[config.mk]
export PLATFORM = sky130hd
export DESIGN_NAME = txeq_cmd_responder
export DESIGN_NICKNAME = d
export VERILOG_FILES = /design/src/rtl/txeq_pkg.sv /design/src/rtl/txeq_cmd_decode.sv /design/src/rtl/txeq_param_bank.sv /design/src/rtl/txeq_resp_fsm.sv /design/src/rtl/txeq_cmd_responder.sv
export SDC_FILE = /design/constraint.sdc
export NUM_CORES = 1
export LEC_CHECK = 0
export ABC_CLOCK_PERIOD_IN_PS = 8300
export CORE_ASPECT_RATIO = 1.2
export CORE_MARGIN = 2
export CORE_UTILIZATION = 30
export CTS_CLUSTER_SIZE = 30
export DETAILED_ROUTE_END_ITERATION = 7
export PLACE_DENSITY = 0.55
export SYNTH_ARGS = -nofsm -noshare
export SYNTH_HDL_FRONTEND = slang
export SYNTH_SLANG_ARGS = --single-unit
[constraint.sdc]
create_clock -name clk -period 8.3 [get_ports clk]
set_input_delay 1.66 -clock clk [delete_from_list [all_inputs] [get_ports clk]]
set_output_delay 1.66 -clock clk [all_outputs]
set_load 0.01 [all_outputs]
[src/rtl/txeq_pkg.sv]
// Shared definitions for the transmitter equalization command responder.
// Assumes the fixed one-byte command and response layout: 3-bit opcode or
// status, one direction or limit bit, and a 4-bit step.
package txeq_pkg;

    localparam int unsigned NUM_PARAMS = 4;
    localparam int unsigned SEL_W      = 2;
    localparam int unsigned STEP_W     = 4;

    // Response status codes carried in response bits [7:5].
    typedef enum logic [2:0] {
        ST_FINISHED = 3'b000,
        ST_SETUP    = 3'b001,
        ST_BUSY     = 3'b010,
        ST_NAK      = 3'b011
    } rsp_status_e;

    // Classification of an incoming command.
    typedef enum logic [1:0] {
        K_NONE  = 2'd0,
        K_TX    = 2'd1,
        K_ADAPT = 2'd2,
        K_BAD   = 2'd3
    } cmd_kind_e;

    // Decoded command fields.
    typedef struct packed {
        cmd_kind_e            kind;
        logic [SEL_W-1:0]     sel;   // 3 amplitude, 2 edge rate, 1 pre, 0 post
        logic                 up;
        logic [STEP_W-1:0]    step;
    } cmd_dec_t;

endpackage

[src/rtl/txeq_cmd_decode.sv]
// Combinational command classifier.
// Opcodes with bit 7 set are transmitter steps, and the low two opcode bits
// pick the setting slot. Opcode 001 is an adaptation request and 000 is a
// no-op. Both are valid only when bits [4:0] are zero. The remaining codes
// are reserved.
module txeq_cmd_decode
    import txeq_pkg::*;
(
    input  logic [7:0] payload,
    output cmd_dec_t   dec
);

    logic [2:0] opcode;
    logic       extra_bits;

    assign opcode     = payload[7:5];
    assign extra_bits = |payload[4:0];

    // Map the opcode and field check onto a command kind.
    always_comb begin
        dec.sel  = opcode[1:0];
        dec.up   = payload[4];
        dec.step = payload[3:0];
        if (opcode[2]) begin
            dec.kind = K_TX;
        end else begin
            case (opcode[1:0])
                2'b00:   dec.kind = extra_bits ? K_BAD : K_NONE;
                2'b01:   dec.kind = extra_bits ? K_BAD : K_ADAPT;
                default: dec.kind = K_BAD;
            endcase
        end
    end

endmodule

[src/rtl/txeq_param_bank.sv]
// Bank of transmitter settings with saturating step updates.
// Each slot has its own floor, ceiling and reset value, packed slot 0 at the
// LSBs. The limit flag for the selected slot is computed from its current
// value and the step, and is valid in the cycle that apply is high.
// Assumes PW >= STEP_W and that every default lies within its limits.
module txeq_param_bank
    import txeq_pkg::*;
#(
    parameter int unsigned PW = 6,
    parameter int unsigned NP = NUM_PARAMS,
    parameter logic [NP*PW-1:0] P_MIN = '0,
    parameter logic [NP*PW-1:0] P_MAX = '1,
    parameter logic [NP*PW-1:0] P_DEF = '0
) (
    input  logic                 clk,
    input  logic                 rst_n,
    input  logic                 apply,
    input  logic [SEL_W-1:0]     sel,
    input  logic                 up,
    input  logic [STEP_W-1:0]    step,
    output logic [NP*PW-1:0]     params,
    output logic                 hit
);

    localparam int unsigned XW = PW + 1;

    logic [XW-1:0] step_x;
    logic [NP-1:0] lane_hit;

    assign step_x = {{(XW-STEP_W){1'b0}}, step};

    for (genvar gi = 0; gi < NP; gi++) begin : g_slot
        localparam logic [PW-1:0] LMIN = P_MIN[gi*PW +: PW];
        localparam logic [PW-1:0] LMAX = P_MAX[gi*PW +: PW];
        localparam logic [PW-1:0] LDEF = P_DEF[gi*PW +: PW];

        logic [PW-1:0] cur;
        logic [PW-1:0] nxt;
        logic [XW-1:0] sum_up;
        logic [XW-1:0] floor_plus;
        logic          clip;

        // Compute the clamped next value and whether clamping occurred.
        always_comb begin
            sum_up     = {1'b0, cur} + step_x;
            floor_plus = {1'b0, LMIN} + step_x;
            if (up) begin
                clip = sum_up > {1'b0, LMAX};
                nxt  = clip ? LMAX : sum_up[PW-1:0];
            end else begin
                clip = {1'b0, cur} < floor_plus;
                nxt  = clip ? LMIN : (cur - step_x[PW-1:0]);
            end
        end

        // Hold the setting and commit the step when this slot is chosen.
        always_ff @(posedge clk) begin
            if (!rst_n) begin
                cur <= LDEF;
            end else if (apply && (sel == SEL_W'(gi))) begin
                cur <= nxt;
            end
        end

        assign params[gi*PW +: PW] = cur;
        assign lane_hit[gi]        = clip;
    end

    assign hit = lane_hit[sel];

endmodule

[src/rtl/txeq_resp_fsm.sv]
// Response sequencer.
// A command is accepted only while the status is Finished or NAK. A
// transmitter step goes through one Setup cycle, and in that cycle apply is
// high and the latched fields drive the parameter bank. An adaptation request
// pulses adapt_start and holds In Progress until adapt_done.
module txeq_resp_fsm
    import txeq_pkg::*;
(
    input  logic                clk,
    input  logic                rst_n,
    input  logic                cmd_valid,
    input  cmd_dec_t            dec,
    input  logic                hit,
    input  logic                adapt_done,
    output logic                apply,
    output logic [SEL_W-1:0]    sel,
    output logic                up,
    output logic [STEP_W-1:0]   step,
    output logic                adapt_start,
    output logic [7:0]          rsp
);

    rsp_status_e        status;
    logic               rsp_flag;
    logic [STEP_W-1:0]  rsp_step;
    logic               accept;

    assign accept = cmd_valid && ((status == ST_FINISHED) || (status == ST_NAK));
    assign apply  = (status == ST_SETUP);

    // Status, response fields and latched command registers.
    always_ff @(posedge clk) begin
        if (!rst_n) begin
            status      <= ST_FINISHED;
            rsp_flag    <= 1'b0;
            rsp_step    <= '0;
            sel         <= '0;
            up          <= 1'b0;
            step        <= '0;
            adapt_start <= 1'b0;
        end else begin
            adapt_start <= 1'b0;
            if (accept) begin
                rsp_flag <= 1'b0;
                rsp_step <= '0;
                case (dec.kind)
                    K_TX: begin
                        status   <= ST_SETUP;
                        rsp_step <= dec.step;
                        sel      <= dec.sel;
                        up       <= dec.up;
                        step     <= dec.step;
                    end
                    K_ADAPT: begin
                        status      <= ST_BUSY;
                        adapt_start <= 1'b1;
                    end
                    K_NONE:  status <= ST_FINISHED;
                    default: status <= ST_NAK;
                endcase
            end else if (status == ST_SETUP) begin
                status   <= ST_FINISHED;
                rsp_flag <= hit;
            end else if ((status == ST_BUSY) && adapt_done) begin
                status <= ST_FINISHED;
            end
        end
    end

    assign rsp = {status, rsp_flag, rsp_step};

endmodule

[src/rtl/txeq_cmd_responder.sv]
// Top of the transmitter equalization command responder.
// Decodes the command byte, sequences the response and owns the four
// transmitter settings. Slot order inside the bank matches the low two
// opcode bits: 3 amplitude, 2 edge rate, 1 pre-emphasis, 0 post-emphasis.
module txeq_cmd_responder
    import txeq_pkg::*;
#(
    parameter int unsigned PW = 6,
    parameter logic [NUM_PARAMS*PW-1:0] P_MIN = {6'd2,  6'd1,  6'd0,  6'd3},
    parameter logic [NUM_PARAMS*PW-1:0] P_MAX = {6'd60, 6'd50, 6'd40, 6'd45},
    parameter logic [NUM_PARAMS*PW-1:0] P_DEF = {6'd32, 6'd20, 6'd10, 6'd12}
) (
    input  logic          clk,
    input  logic          rst_n,
    input  logic          cmd_valid,
    input  logic [7:0]    cmd_payload,
    input  logic          adapt_done,
    output logic [PW-1:0] tx_amp,
    output logic [PW-1:0] tx_slew,
    output logic [PW-1:0] tx_pre,
    output logic [PW-1:0] tx_post,
    output logic          adapt_start,
    output logic [7:0]    rsp_payload
);

    localparam int unsigned NP = NUM_PARAMS;

    cmd_dec_t             dec;
    logic                 apply;
    logic [SEL_W-1:0]     sel;
    logic                 up;
    logic [STEP_W-1:0]    step;
    logic                 hit;
    logic [NP*PW-1:0]     params;

    txeq_cmd_decode u_decode (
        .payload (cmd_payload),
        .dec     (dec)
    );

    txeq_resp_fsm u_fsm (
        .clk         (clk),
        .rst_n       (rst_n),
        .cmd_valid   (cmd_valid),
        .dec         (dec),
        .hit         (hit),
        .adapt_done  (adapt_done),
        .apply       (apply),
        .sel         (sel),
        .up          (up),
        .step        (step),
        .adapt_start (adapt_start),
        .rsp         (rsp_payload)
    );

    txeq_param_bank #(
        .PW    (PW),
        .NP    (NP),
        .P_MIN (P_MIN),
        .P_MAX (P_MAX),
        .P_DEF (P_DEF)
    ) u_bank (
        .clk    (clk),
        .rst_n  (rst_n),
        .apply  (apply),
        .sel    (sel),
        .up     (up),
        .step   (step),
        .params (params),
        .hit    (hit)
    );

    assign tx_post = params[0*PW +: PW];
    assign tx_pre  = params[1*PW +: PW];
    assign tx_slew = params[2*PW +: PW];
    assign tx_amp  = params[3*PW +: PW];

endmodule

* Yosys cells after proc, flatten, opt, wreduce, memory -nomap -nowiden
Cells that the tools add are included.
** Storage, ports and cells
- Memory bits (writable) :: 0
- Input bits :: 12
- Latch bits :: 0
- Flip-flop bits (word level) :: 40
- Logic and storage cells :: 85
- Memories kept :: 0
- ROM bits :: 0
- Output and inout port bits :: 33
** Operators by class
- Mux-type cells :: 28
- Bitwise operators :: 1
- Reduce and logical (&&, ||, !) cells :: 16
- $add $sub $neg :: 11
- Order comparisons :: 9
- Eq/ne operators :: 9
- Multipliers :: 0
- Divide/modulo/power cells :: 0
- Shift operators :: 0
** Operator list (number)
- 2-to-1 mux 6 bit :: 12
- adder 6 x 4 -> 7 bit :: 4
- greater-than comparator 7 x 6 -> 1 bit (second input constant) :: 4
- subtractor 6 x 4 -> 6 bit :: 4
- < comparator 6 x 7 -> 1 bit :: 3
- adder 2 x 4 -> 5 bit (first input constant) :: 2
- 2-to-1 mux 3 bit :: 3
- 2-to-1 mux 1 bit :: 7
- == test 2 x 1 -> 1 bit (second input constant) :: 3
- == test 2 bit (second input constant) :: 3
- == test 3 x 2 -> 1 bit (second input constant) :: 2
- logical AND 1 bit :: 6
- zero test 2 bit :: 3
- < comparator 6 x 4 -> 1 bit :: 1
- case mux 2 bit (3 select lines) :: 1
- adder 1 x 4 -> 5 bit (first input constant) :: 1
- OR reduction 5 bit :: 1
- 2-to-1 mux 2 bit :: 2
- 2-to-1 mux 4 bit :: 1
- case mux 2 bit (2 select lines) :: 1
- AND reduction 2 bit :: 2
- == test 3 x 1 -> 1 bit (second input constant) :: 1
- zero test 3 bit :: 1
- < comparator 2 x 3 -> 1 bit (second input constant) :: 1
- other kinds (5) :: 5

* Depth between registers and ports, before layout
Gate-level depths: netlist of run 1.
- Depth in word-level cells :: 7
- Mapped depth :: 11
- Mapped depth without buffers :: 11

* Modules after synthesis
Synthesis of run 1 repeated with hierarchy kept, for this count alone.
** Unflattened totals
- Cell total of the unflattened synthesis :: 496
- Area, all modules :: 4011.3 um^2
** Modules (own cells, without submodules)
- txeq_param_bank :: area an instance 3308.2 um^2, cells an instance 419, seq. area each 480.5 um^2, instances 1
- txeq_resp_fsm :: area an instance 619.3 um^2, cells an instance 65, seq. area each 300.3 um^2, instances 1
- txeq_cmd_decode :: area an instance 83.8 um^2, cells an instance 12, seq. area each 0.0 um^2, instances 1

* Worst setup path after synthesis of run 1
OpenSTA, ideal clock, no wires.
- Path type :: reg-to-reg
- Start point :: reg u_fsm.step[1]
- End point :: reg u_bank.g_slot[1].cur[1]
- Buffers on the path :: 0
- Clock period less this slack :: 2.908 ns
- Arrival :: 2.780 ns
- Stages on the path, launching flop included :: 10
- Setup time :: 0.128 ns
- Required time :: 8.172 ns
- Slack :: 5.392 ns
- Cells stage by stage :: dfxtp_1 -> inv_1 -> fa_1 -> o21bai_2 -> nor3b_1 -> mux2_2 -> o2111a_1 -> a311oi_4 -> o221a_1 -> o21ai_1
** Between the ends
- Longest elaborated chain between the ends :: 4
- Elaborated cells between the ends (all ways) :: 7
- Classes of those cells :: add/sub: 2; order compare: 2; mux: 3
** RTL lines
- from (decl) :: RTL line txeq_resp_fsm.sv:18 : output logic [STEP_W-1:0] step,
- from (signal assigned) :: RTL line txeq_resp_fsm.sv:52 : step <= dec.step;
- adder 6 x 4 -> 7 bit :: RTL line txeq_param_bank.sv:45 : sum_up = {1'b0, cur} + step_x;
- greater-than comparator 7 x 6 -> 1 bit :: RTL line txeq_param_bank.sv:48 : clip = sum_up > {1'b0, LMAX};
- 2-to-1 mux 6 bit :: RTL line txeq_param_bank.sv:49 : nxt = clip ? LMAX : sum_up[PW-1:0];
- 2-to-1 mux 6 bit (*) :: RTL line txeq_param_bank.sv:47 : if (up) begin
- to (signal assigned) :: RTL line txeq_param_bank.sv:61 : cur <= nxt;
- to (decl) :: RTL line txeq_param_bank.sv:37 : logic [PW-1:0] cur;
Every way passes the cells marked *; elsewhere a longest branch is shown, timed or not.
A chain may end at the register's enable or synchronous reset.

* Worst setup path after layout of run 1
- Start point :: reg u_fsm.step[1]
- End point :: reg u_bank.g_slot[2].cur[4]
** Between the ends
- Longest elaborated chain between the ends :: 4
- Elaborated cells between the ends (all ways) :: 8
- Classes of those cells :: add/sub: 3; order compare: 2; mux: 3
** RTL lines (RTL line)
- adder 6 x 4 -> 7 bit or adder 1 x 4 -> 5 bit (tied branches) :: txeq_param_bank.sv:45, txeq_param_bank.sv:46
- greater-than comparator 7 x 6 -> 1 bit or < comparator 6 x 7 -> 1 bit (tied branches) :: txeq_param_bank.sv:48, txeq_param_bank.sv:51
- 2-to-1 mux 6 bit, on equally long branches :: txeq_param_bank.sv:49, txeq_param_bank.sv:52
- 2-to-1 mux 6 bit (*) :: txeq_param_bank.sv:47
- to (signal assigned) :: txeq_param_bank.sv:61
- to (decl) :: txeq_param_bank.sv:37
Marked as above.

==> run_results.csv, run 1 <==
group,metric,value,unit
worst_hold_path,hp-class,"reg2reg",
clock_network,numCtsBuffers,5,
synth,yosys_warnings,0,
timing,tns,0,ns
synth,ys_async_sr_fraction,0,%
timing,fin_crit,3.23,ns
timing,tightest_slew,0.959,ns
detailed_routing,drcViolationCount,0,
critical_path,reg2reg_setup_slack,5.07,ns
finish,layout-drive-gt1-share,6.15,%
timing,max_slew_margin,35.7,%
clock_network,cts_tree,"built",
clock_network,post_cts_buffers,0,
floorplanning,die_h,131,µm
critical_path,r2r_end,"u_bank.g_slot[2].cur[4]",
critical_path,slowest_delay,0.82,ns
run_status,outcome,"finished clean",
synth,synthFlopType,"dfxtp_1",
clock_network,ctsResizeCount,0,
timing,worst_hold_slack,0.472,ns
global_routing,grt_max_degree,42,
clock_network,cts_root_buf,"clkbuf_16",
synth,ys_types,79,
synth,syn_area,0.00406,mm²
pwr,seqPwrFrac,36.2,%
critical_path,r2r-start,"u_fsm.step[1]",
timing,max_freq,0.310,GHz
timing,post-route-period-util,38.9,%
synth,yosysSeqAreaShare,19.2,%
global_routing,grt_pass1_wl,18300,µm
critical_path,worstRegToRegCells,11,
detailed_routing,ant_nets,0,
global_routing,grt_overflow_total,0,
critical_path,cp_slowest_cell,"a211oi_1",
floorplanning,core-area,0.0132,mm²
finish,fin_area,0.00474,mm²
timing,drv_slew,0,
clock_network,insertion_delay,0.29,ns
detailed_routing,wl_met2,5370,µm
detailed_routing,met1_length,4890,µm
synth,synthCells,509,
detailed_routing,routedWlPerCell,15.5,µm
timing,rsz0062_at_grt,"no",
timing,final-setup-viol-count,0,
critical_path,crit_required,8.45,ns
pwr,p_clk_share,34.0,%
floorplanning,ios,45,
critical_path,worstPathArrival,3.38,ns
placed_design,placed_area,0.00459,mm²
floorplanning,rows,46,
critical_path,critPathKind,"reg2reg",
floorplanning,die_area,0.0145,mm²
detailed_routing,routed.top_layer,"met4",
critical_path,start_kind,"register",
finish,antenna_cells,0,
detailed_routing,met3_length,438,µm
floorplanning,start_util,30.7,%
clock_network,htreeDepth,2,
placed_design,place.gp.congestion,0.905,
timing,hold_viol,0,
worst_hold_path,hold_depth,1,
global_routing,grt_use_total,15.6,%
critical_path,cp-startpoint,"u_fsm.step[1]",
synth,synth_nets,580,
finish,final_nets,607,
critical_path,endpoint,"u_bank.g_slot[2].cur[4]",
synth,ys_ff_latch,39,
detailed_routing,drtPass1Iterations,4,
critical_path,path_cells,"buf_4, inv_1, ha_1, inv_1, ha_1, a21oi_1, o21ai_0, a211oi_1, o22ai_1, o21ai_0, a31oi_1",
global_routing,antenna_found_initial,0,
synth,synth-edff-count,0,
detailed_routing,wirelength,10900,µm
pwr,switching_share,33.9,%
clock_network,cts_buffer_depth,2,
job,drv_cap,0,
finish,area_growth,16.8,%
pwr,irDropWorstVdd,114,µV
detailed_routing,drt-initial-drc-count,172,
pwr,leakage,1.81,nW
pwr,power_density,121,mW/mm²
detailed_routing,vias_per_cell,5.39,
critical_path,cp_max_fo,14,
placed_design,io_buffers,43,
pwr,switching_power,0.195,mW
timing,clock_skew,0.00586,ns
placed_design,dp.cells,697,
clock_network,cts_hold_buf,0,
global_routing,grt_pass1_vias,3732,
critical_path,cp-end-kind,"register",
pwr,p_int,0.381,mW
pwr,p_total,0.576,mW
detailed_routing,dr_total_vias,3799,
placed_design,dp_hpwl,8240,µm
synth,avgSynthCellArea,7.98,µm²
finish,stdcell_count,705,
clock_network,clk_pin_slew_worst_paths,0.06,ns
pwr,p_comb_share,29.7,%
finish,fillers,1409,
floorplanning,die_w,110,µm
clock_network,cts_sinks,39,
-- cells in the mapped netlist (all sizes together), types with 9 or more instances --
master	number	share of area (%)
nand2b	10	1.6
nand2	47	4.3
xnor2	16	3.5
inv	39	3.6
clkbuf	18	1.7
ha	51	16
o21ai	46	5.7
a31oi	9	1.4
nor2b	9	1.4
a21oi	31	4.1
dfxtp	39	19
nand3	10	1.2
nor2	28	2.6
a21boi	10	1.8
nor3	13	1.8
-- layout by cell type (no fill, tap or decap), drive strengths merged, types with 3 or more instances in the layout --
cell	count
a211oi	7
nand2	47
a221oi	3
o211ai	5
clkinv	3
a31oi	9
and3	4
a21boi	10
and2	5
o21ai	46
clkdlybuf4s50	43
a32o	4
nor2b	9
a21oi	31
o22ai	5
nand3	10
mux2i	4
nor4	3
clkbuf	5
fa	8
buf	4
nor3b	7
nor2	28
dfxtp	39
nand2b	10
nor3	13
or3	4
a21o	3
o21bai	7
xor2	7
xnor2	16
or2	3
o21a	3
a22oi	3
ha	51
o31ai	4
inv	39
-- flip-flops by register name, summed over array words and instances, names as in the netlist --
signal             flops
u_bank.g_slot.cur     24
u_fsm.adapt_start      1
u_fsm.rsp_flag         1
u_fsm.rsp_step         4
u_fsm.sel              2
u_fsm.status           2
u_fsm.step             4
u_fsm.up               1
-- critical path, delay by kind of cell, from the launching register on --
family | cells | cell delay (ns)
compound gates | 6 | 1.51
fa+ha+maj | 2 | 0.67
flops | 1 | 0.31
buf+inv | 3 | 0.60
-- per-stage QoR --
stage / setup slack [ns] / utilization (%)
2_1_floorplan: 5.39 / -
3_3_place_gp: 5.06 / 34.7
3_5_place_dp: 5.08 / 34.7
4_1_cts: 5.05 / 35.8
5_1_grt: 4.78 / 35.8
6_report: 5.07 / 35.8
-- power by group through the flow --
stage                     combinational (mW)  clock, mW  sequential [mW]
after global placement                 0.168          0            0.212
after global routing                   0.192      0.213            0.210
final                                  0.171      0.196            0.209
after floorplan                        0.120          0            0.211
after CTS                              0.171      0.204            0.209
after detailed placement               0.169          0            0.213
-- worst min-delay path by stage --
| stage | start | to | slack [ns] |
|---|---|---|---|
| 6_report | u_fsm.rsp_step[1] | u_fsm.rsp_step[1] | 0.47 |
| 5_1_grt | u_fsm.rsp_step[3] | u_fsm.rsp_step[3] | 0.50 |
| 4_1_cts | u_fsm.rsp_step[1] | u_fsm.rsp_step[1] | 0.48 |
| 3_5_place_dp | u_fsm.rsp_step[1] | u_fsm.rsp_step[1] | 0.46 |
| 3_3_place_gp | u_fsm.rsp_step[0] | u_fsm.rsp_step[0] | 0.46 |
| 2_1_floorplan | u_fsm.sel[0] | u_fsm.sel[0] | 0.49 |
-- logic make-up (layout without fill, tap and decap cells) --
kind of cell	count (synthesis)	count (layout)	share of synthesized area [%]
buffers and inverters	67	95	7.15
DFF	39	39	19.2
muxes	5	5	1.26
other	1	1	0.0923
and+or+nand+nor	152	152	19.6
adders and majority gates	59	59	19.7
AOI/OAI and AO/OA	163	163	28.1
xor gates and xnor gates	23	23	4.96
-- routing by layer --
metal,track usage (%),up-vias
met5,0,-
met4,5.21,0
met3,2.83,19
met2,26.6,90
met1,19.5,1811
li1,-,1879
-- cell type report --
cell class / count / area (µm²) / share of cell area, %
Inverter: 40 / 150 / 3.17
Tap cell: 168 / 210 / 4.43
Clock inverter: 3 / 25.0 / 0.528
Timing Repair Buffer: 47 / 460 / 9.71
Clock buffer: 5 / 125 / 2.64
Multi-Input combinational cell: 403 / 2990 / 63.1
Sequential cell: 39 / 781 / 16.5
Note: power is estimated with default switching activity, not from simulation.
==> run 2: changes to the inputs <==
Settings changed: ABC_CLOCK_PERIOD_IN_PS 8300 to 3000.
Clock period 8.3 ns to 3 ns, I/O delays scaled along.
==> run 2 against run 1 <==
Compared with the run above: register-to-register slack worse by 4.9 ns; via count decreased by 1.3%; critical endpoint is now u_fsm.rsp_flag; clock skew rose by 0.0026 ns; largest cell class unchanged; largest power group is now the clock network; clock-buffer cell count grew 3.
==> run_results.csv, run 2 (synthesis gave the netlist of run 1 again) <==
group,metric,value,unit
clock_network,post_cts_buffers,0,
placed_design,dp.cells,707,
finish,stdcell_count,715,
run_status,outcome,"finished clean",
timing,hold_viol,0,
floorplanning,die_area,0.0145,mm²
detailed_routing,drcViolationCount,0,
detailed_routing,drtPass1Iterations,4,
critical_path,worstPathArrival,2.99,ns
timing,max_freq,0.360,GHz
clock_network,cts_sinks,39,
clock_network,insertion_delay,0.29,ns
placed_design,place.gp.congestion,0.838,
critical_path,cp_slowest_cell,"fa_1",
pwr,irDropWorstVdd,260,µV
clock_network,ctsResizeCount,0,
timing,fin_crit,2.78,ns
global_routing,antenna_found_initial,0,
timing,drv_slew,0,
global_routing,grt_pass1_wl,18900,µm
detailed_routing,dr_total_vias,3751,
pwr,power_density,339,mW/mm²
job,drv_cap,0,
pwr,leakage,1.86,nW
finish,final_nets,617,
critical_path,critPathKind,"reg2reg",
floorplanning,core-area,0.0132,mm²
clock_network,htreeDepth,2,
finish,largest_reg_flops,24,
critical_path,path_cells,"buf_4, ha_1, inv_1, fa_1, o21bai_1, a21oi_1, nor3b_1, nor4_1, nor3b_2, a22oi_1, a31oi_1",
critical_path,cp_max_fo,7,
clock_network,numCtsBuffers,5,
floorplanning,rows,46,
finish,top_register,"u_bank.g_slot.cur",
critical_path,slowest_delay,0.43,ns
clock_network,clk_pin_slew_worst_paths,0.06,ns
floorplanning,ios,45,
detailed_routing,routedWlPerCell,15.7,µm
finish,final_core_util,36.4,%
global_routing,grt_overflow_total,0,
global_routing,grt_max_degree,20,
timing,tns,0,ns
global_routing,grt_pass1_vias,3786,
detailed_routing,drt-initial-drc-count,161,
finish,layout-drive-gt1-share,7.68,%
worst_hold_path,hp-class,"reg2reg",
finish,final_cell_mix,"ha_1 (51), nand2_1 (47), o21ai_0 (43), clkdlybuf4s50_1 (43), dfxtp_1 (39)",
timing,tightest_slew,0.580,ns
finish,fin_area,0.00482,mm²
detailed_routing,wirelength,11300,µm
timing,max_slew_margin,60.8,%
finish,area_growth,18.8,%
critical_path,crit_required,3.21,ns
placed_design,io_buffers,43,
floorplanning,die_h,131,µm
detailed_routing,vias_per_cell,5.25,
timing,final-setup-viol-count,0,
finish,reg_top3,"u_bank.g_slot.cur: 24 flops, u_fsm.rsp_step: 4 flops, u_fsm.step: 4 flops",
placed_design,dp_hpwl,8610,µm
finish,antenna_cells,0,
critical_path,cp-end-kind,"register",
placed_design,placed_area,0.00467,mm²
clock_network,cts_tree,"built",
clock_network,cts_hold_buf,0,
timing,clock_skew,0.00849,ns
detailed_routing,ant_nets,0,
floorplanning,die_w,110,µm
finish,layout_commonest_cell,"ha_1",
timing,post-route-period-util,92.7,%
clock_network,cts_buffer_depth,2,
floorplanning,start_util,30.7,%
timing,rsz0062_at_grt,"no",
clock_network,cts_root_buf,"clkbuf_16",
critical_path,start_kind,"register",
finish,fillers,1381,
global_routing,grt_use_total,16.1,%
run 2: through the flow:
stage / worst slack [ns] / total power, mW / hold WS (ns)
after CTS: 0.234 / 1.66 / 0.471
after detailed placement: 0.278 / 1.07 / 0.461
after floorplan: 0.0916 / 0.915 / 0.493
final: 0.218 / 1.63 / 0.465
after global placement: 0.309 / 1.07 / 0.459
after global routing: 0.0407 / 1.73 / 0.501
run 2: layout make-up:
class | instances | area [µm²] | area share [%]
clock buffers | 8 | 156 | 3.24
inverters | 40 | 150 | 3.11
repair buffers | 57 | 536 | 11.1
well taps | 168 | 210 | 4.36
flip-flops and latches | 39 | 781 | 16.2
multi-input cells | 403 | 2990 | 62.0
run 2: final timing paths:
kind	start	end	slack, ns	depth (start not counted)
max	u_fsm.step[0]	u_fsm.rsp_flag	0.22	11
min	u_fsm.rsp_step[1]	u_fsm.rsp_step[1]	0.47	1
max reg2reg	u_fsm.step[0]	u_fsm.rsp_flag	0.22	11
min reg2reg	u_fsm.rsp_step[1]	u_fsm.rsp_step[1]	0.47	1
run 2: critical path: cells and delay by family (launching register included):
| family | cells | cell delay [ns] |
|---|---|---|
| DFF | 1 | 0.37 |
| AOI/OAI and AO/OA | 4 | 0.73 |
| adders and majority gates | 2 | 0.62 |
| and+or+nand+nor | 3 | 0.75 |
| buffers and inverters | 2 | 0.23 |
run 2: where the power goes:
group	leakage (nW)	switching [mW]	total, mW	internal (mW)
Sequential	0.316	0.0275	0.568	0.540
Combinational	1.47	0.283	0.494	0.211
Clock	0.0772	0.217	0.571	0.354
run 2: metal layers:
layer  track usage [%]  part of all wire (%)  vias to the layer above  routed length (µm)
li1                  -                     -                     1891                   -
met1              20.8                    45                     1767                5070
met2              26.9                    49                       82                5520
met3              2.93                   4.5                       11                 508
met4              5.14                   1.4                        0                 159
met5                 0                     0                        -                   0
==> run 3: changes to the inputs <==
Settings changed: ABC_CLOCK_PERIOD_IN_PS 3000 to 2300, PLACE_DENSITY 0.55 to 0.57, SETUP_SLACK_MARGIN set to 0.3.
Clock period 3 ns to 2.3 ns, I/O delays scaled along.
==> run 3 against run 2 <==
Compared with the run above: the flow now finishes with violations (setup timing); setup slack got worse by 0.54 ns; highest routed layer unchanged; design area rose by 20%; critical endpoint is now u_bank.g_slot[1].cur[0]; worst hold slack improved by 0.0096 ns.
==> run_results.csv, run 3 (synthesis gave the netlist of run 1 again) <==
group,metric,value,unit
timing,setup_slack,-0.319,ns
timing,max_freq,0.382,GHz
clock_network,htreeDepth,2,
finish,antenna_cells,0,
detailed_routing,drt-initial-drc-count,166,
critical_path,worstPathArrival,2.84,ns
clock_network,cts_buffer_depth,2,
clock_network,cts_tree,"built",
global_routing,grt_overflow_total,0,
placed_design,place.gp.congestion,0.931,
detailed_routing,routedWlPerCell,15.5,µm
timing,worst_hold_slack,0.475,ns
floorplanning,die_h,131,µm
pwr,leakage,2.32,nW
detailed_routing,dr_total_vias,4091,
floorplanning,ios,45,
pwr,switching_share,33.8,%
floorplanning,die_area,0.0145,mm²
critical_path,cp_common_cell,"buf_4",
global_routing,antenna_found_initial,0,
finish,final_nets,706,
floorplanning,start_util,30.7,%
timing,hold_viol,0,
critical_path,critPathKind,"reg2reg",
clock_network,cts_root_buf,"clkbuf_16",
placed_design,dp.cells,782,
timing,tns,-4.62,ns
clock_network,clk_pin_slew_worst_paths,0.06,ns
pwr,p_comb_share,36.6,%
timing,post-route-period-util,114,%
floorplanning,die_w,110,µm
global_routing,grt_pass1_wl,20700,µm
placed_design,io_buffers,43,
run_status,violations,"setup timing",
pwr,power_density,390,mW/mm²
finish,stdcell_count,804,
finish,area_growth,42.6,%
critical_path,cp-end-kind,"register",
global_routing,grt_max_degree,20,
worst_hold_path,hp-class,"reg2reg",
clock_network,numCtsBuffers,5,
finish,largest_reg_flops,24,
clock_network,cts_sinks,39,
detailed_routing,ant_nets,0,
pwr,p_total,2.26,mW
detailed_routing,drcViolationCount,0,
critical_path,cp_max_fo,7,
floorplanning,core-area,0.0132,mm²
timing,clock_skew,0.00722,ns
critical_path,cp_slowest_cell,"fa_2",
pwr,p_clk_share,30.5,%
placed_design,dp_hpwl,9530,µm
timing,final-setup-viol-count,23,
timing,rsz0062_at_grt,"yes",
job,drv_cap,0,
critical_path,path_cells,"clkinvlp_4, buf_4, fa_2, o21bai_4, nor3b_1, mux2_2, buf_4, nor3_4, a311oi_4, buf_6, a211o_1, a21boi_1",
critical_path,slowest_delay,0.37,ns
pwr,p_int,1.50,mW
run_status,outcome,"complete, but fails checks",
finish,final_cell_mix,"buf_4 (100), nand2_1 (46), ha_1 (44), clkdlybuf4s50_1 (43)",
floorplanning,rows,46,
finish,top_register,"u_bank.g_slot.cur",
detailed_routing,wirelength,12500,µm
critical_path,start_kind,"register",
critical_path,crit_required,2.52,ns
clock_network,insertion_delay,0.29,ns
global_routing,grt_use_total,17.7,%
detailed_routing,vias_per_cell,5.09,
finish,layout_commonest_cell,"buf_4",
detailed_routing,drtPass1Iterations,5,
timing,drv_slew,0,
finish,layout-drive-gt1-share,27.4,%
clock_network,cts_hold_buf,0,
pwr,irDropWorstVdd,272,µV
pwr,switching_power,0.764,mW
global_routing,grt_pass1_vias,4247,
finish,reg_top3,"u_bank.g_slot.cur: 24 flops, u_fsm.rsp_step: 4 flops, u_fsm.step: 4 flops",
finish,final_core_util,43.8,%
pwr,seqPwrFrac,32.9,%
timing,fin_crit,2.62,ns
## run 3: path summary, 6_finish.rpt
kind	startpoint	end	slack [ns]	depth (start not counted)
min	u_fsm.rsp_step[1]	u_fsm.rsp_step[1]	0.47	1
max	u_fsm.step[1]	u_bank.g_slot[1].cur[0]	-0.32	12
max reg2reg	u_fsm.step[1]	u_bank.g_slot[1].cur[0]	-0.32	12
min reg2reg	u_fsm.rsp_step[1]	u_fsm.rsp_step[1]	0.47	1
## run 3: power groups by stage
| stage | Sequential (mW) | Clock (mW) | Combinational [mW] |
|---|---|---|---|
| after floorplan | 0.762 | 0 | 0.443 |
| after global placement | 0.756 | 0 | 0.733 |
| after detailed placement | 0.757 | 0 | 0.746 |
| after CTS | 0.741 | 0.705 | 0.794 |
| after global routing | 0.748 | 0.740 | 0.915 |
| final | 0.743 | 0.690 | 0.828 |
## run 3: cell type report
class	count	area (µm²)
Sequential cell	39	792
Timing Repair Buffer	146	1220
Tap cell	168	210
Multi-Input combinational cell	403	3270
Clock inverter	2	7.51
Fill cell	1330	7440
Inverter	40	156
Clock buffer	6	129
## run 3: critical path: cells and delay by family, from the launching register on
kind            cells  cell delay [ns]
buf+inv             4             0.65
compound gates      4             0.62
fa+ha+maj           1             0.37
flops               1             0.35
mux                 1             0.28
simple gates        2             0.27
## run 3: layer usage
metal  vias up  global-route usage [%]  wire [µm]
li1       2065                       -          -
met1      1928                    21.7       5400
met2        82                    31.7       6430
met3        16                    2.43        372
met4         0                    5.00        245
met5         -                       0          0
## run 3: metrics by stage
step,worst slack (ns),instance area (µm²)
2_1_floorplan,-0.249,4130
3_3_place_gp,-0.313,5300
3_5_place_dp,-0.417,5300
4_1_cts,-0.327,5630
5_1_grt,-0.448,5790
6_report,-0.319,5790
## run 3: repair_timing
item | 4_1_cts | 5_1_grt
gates resized for setup | 30 | 33
setup buffers | 11 | 3
pin swaps | 12 | 16
endpoints found under the setup margin | 25 | 25
gates cloned | 0 | 0
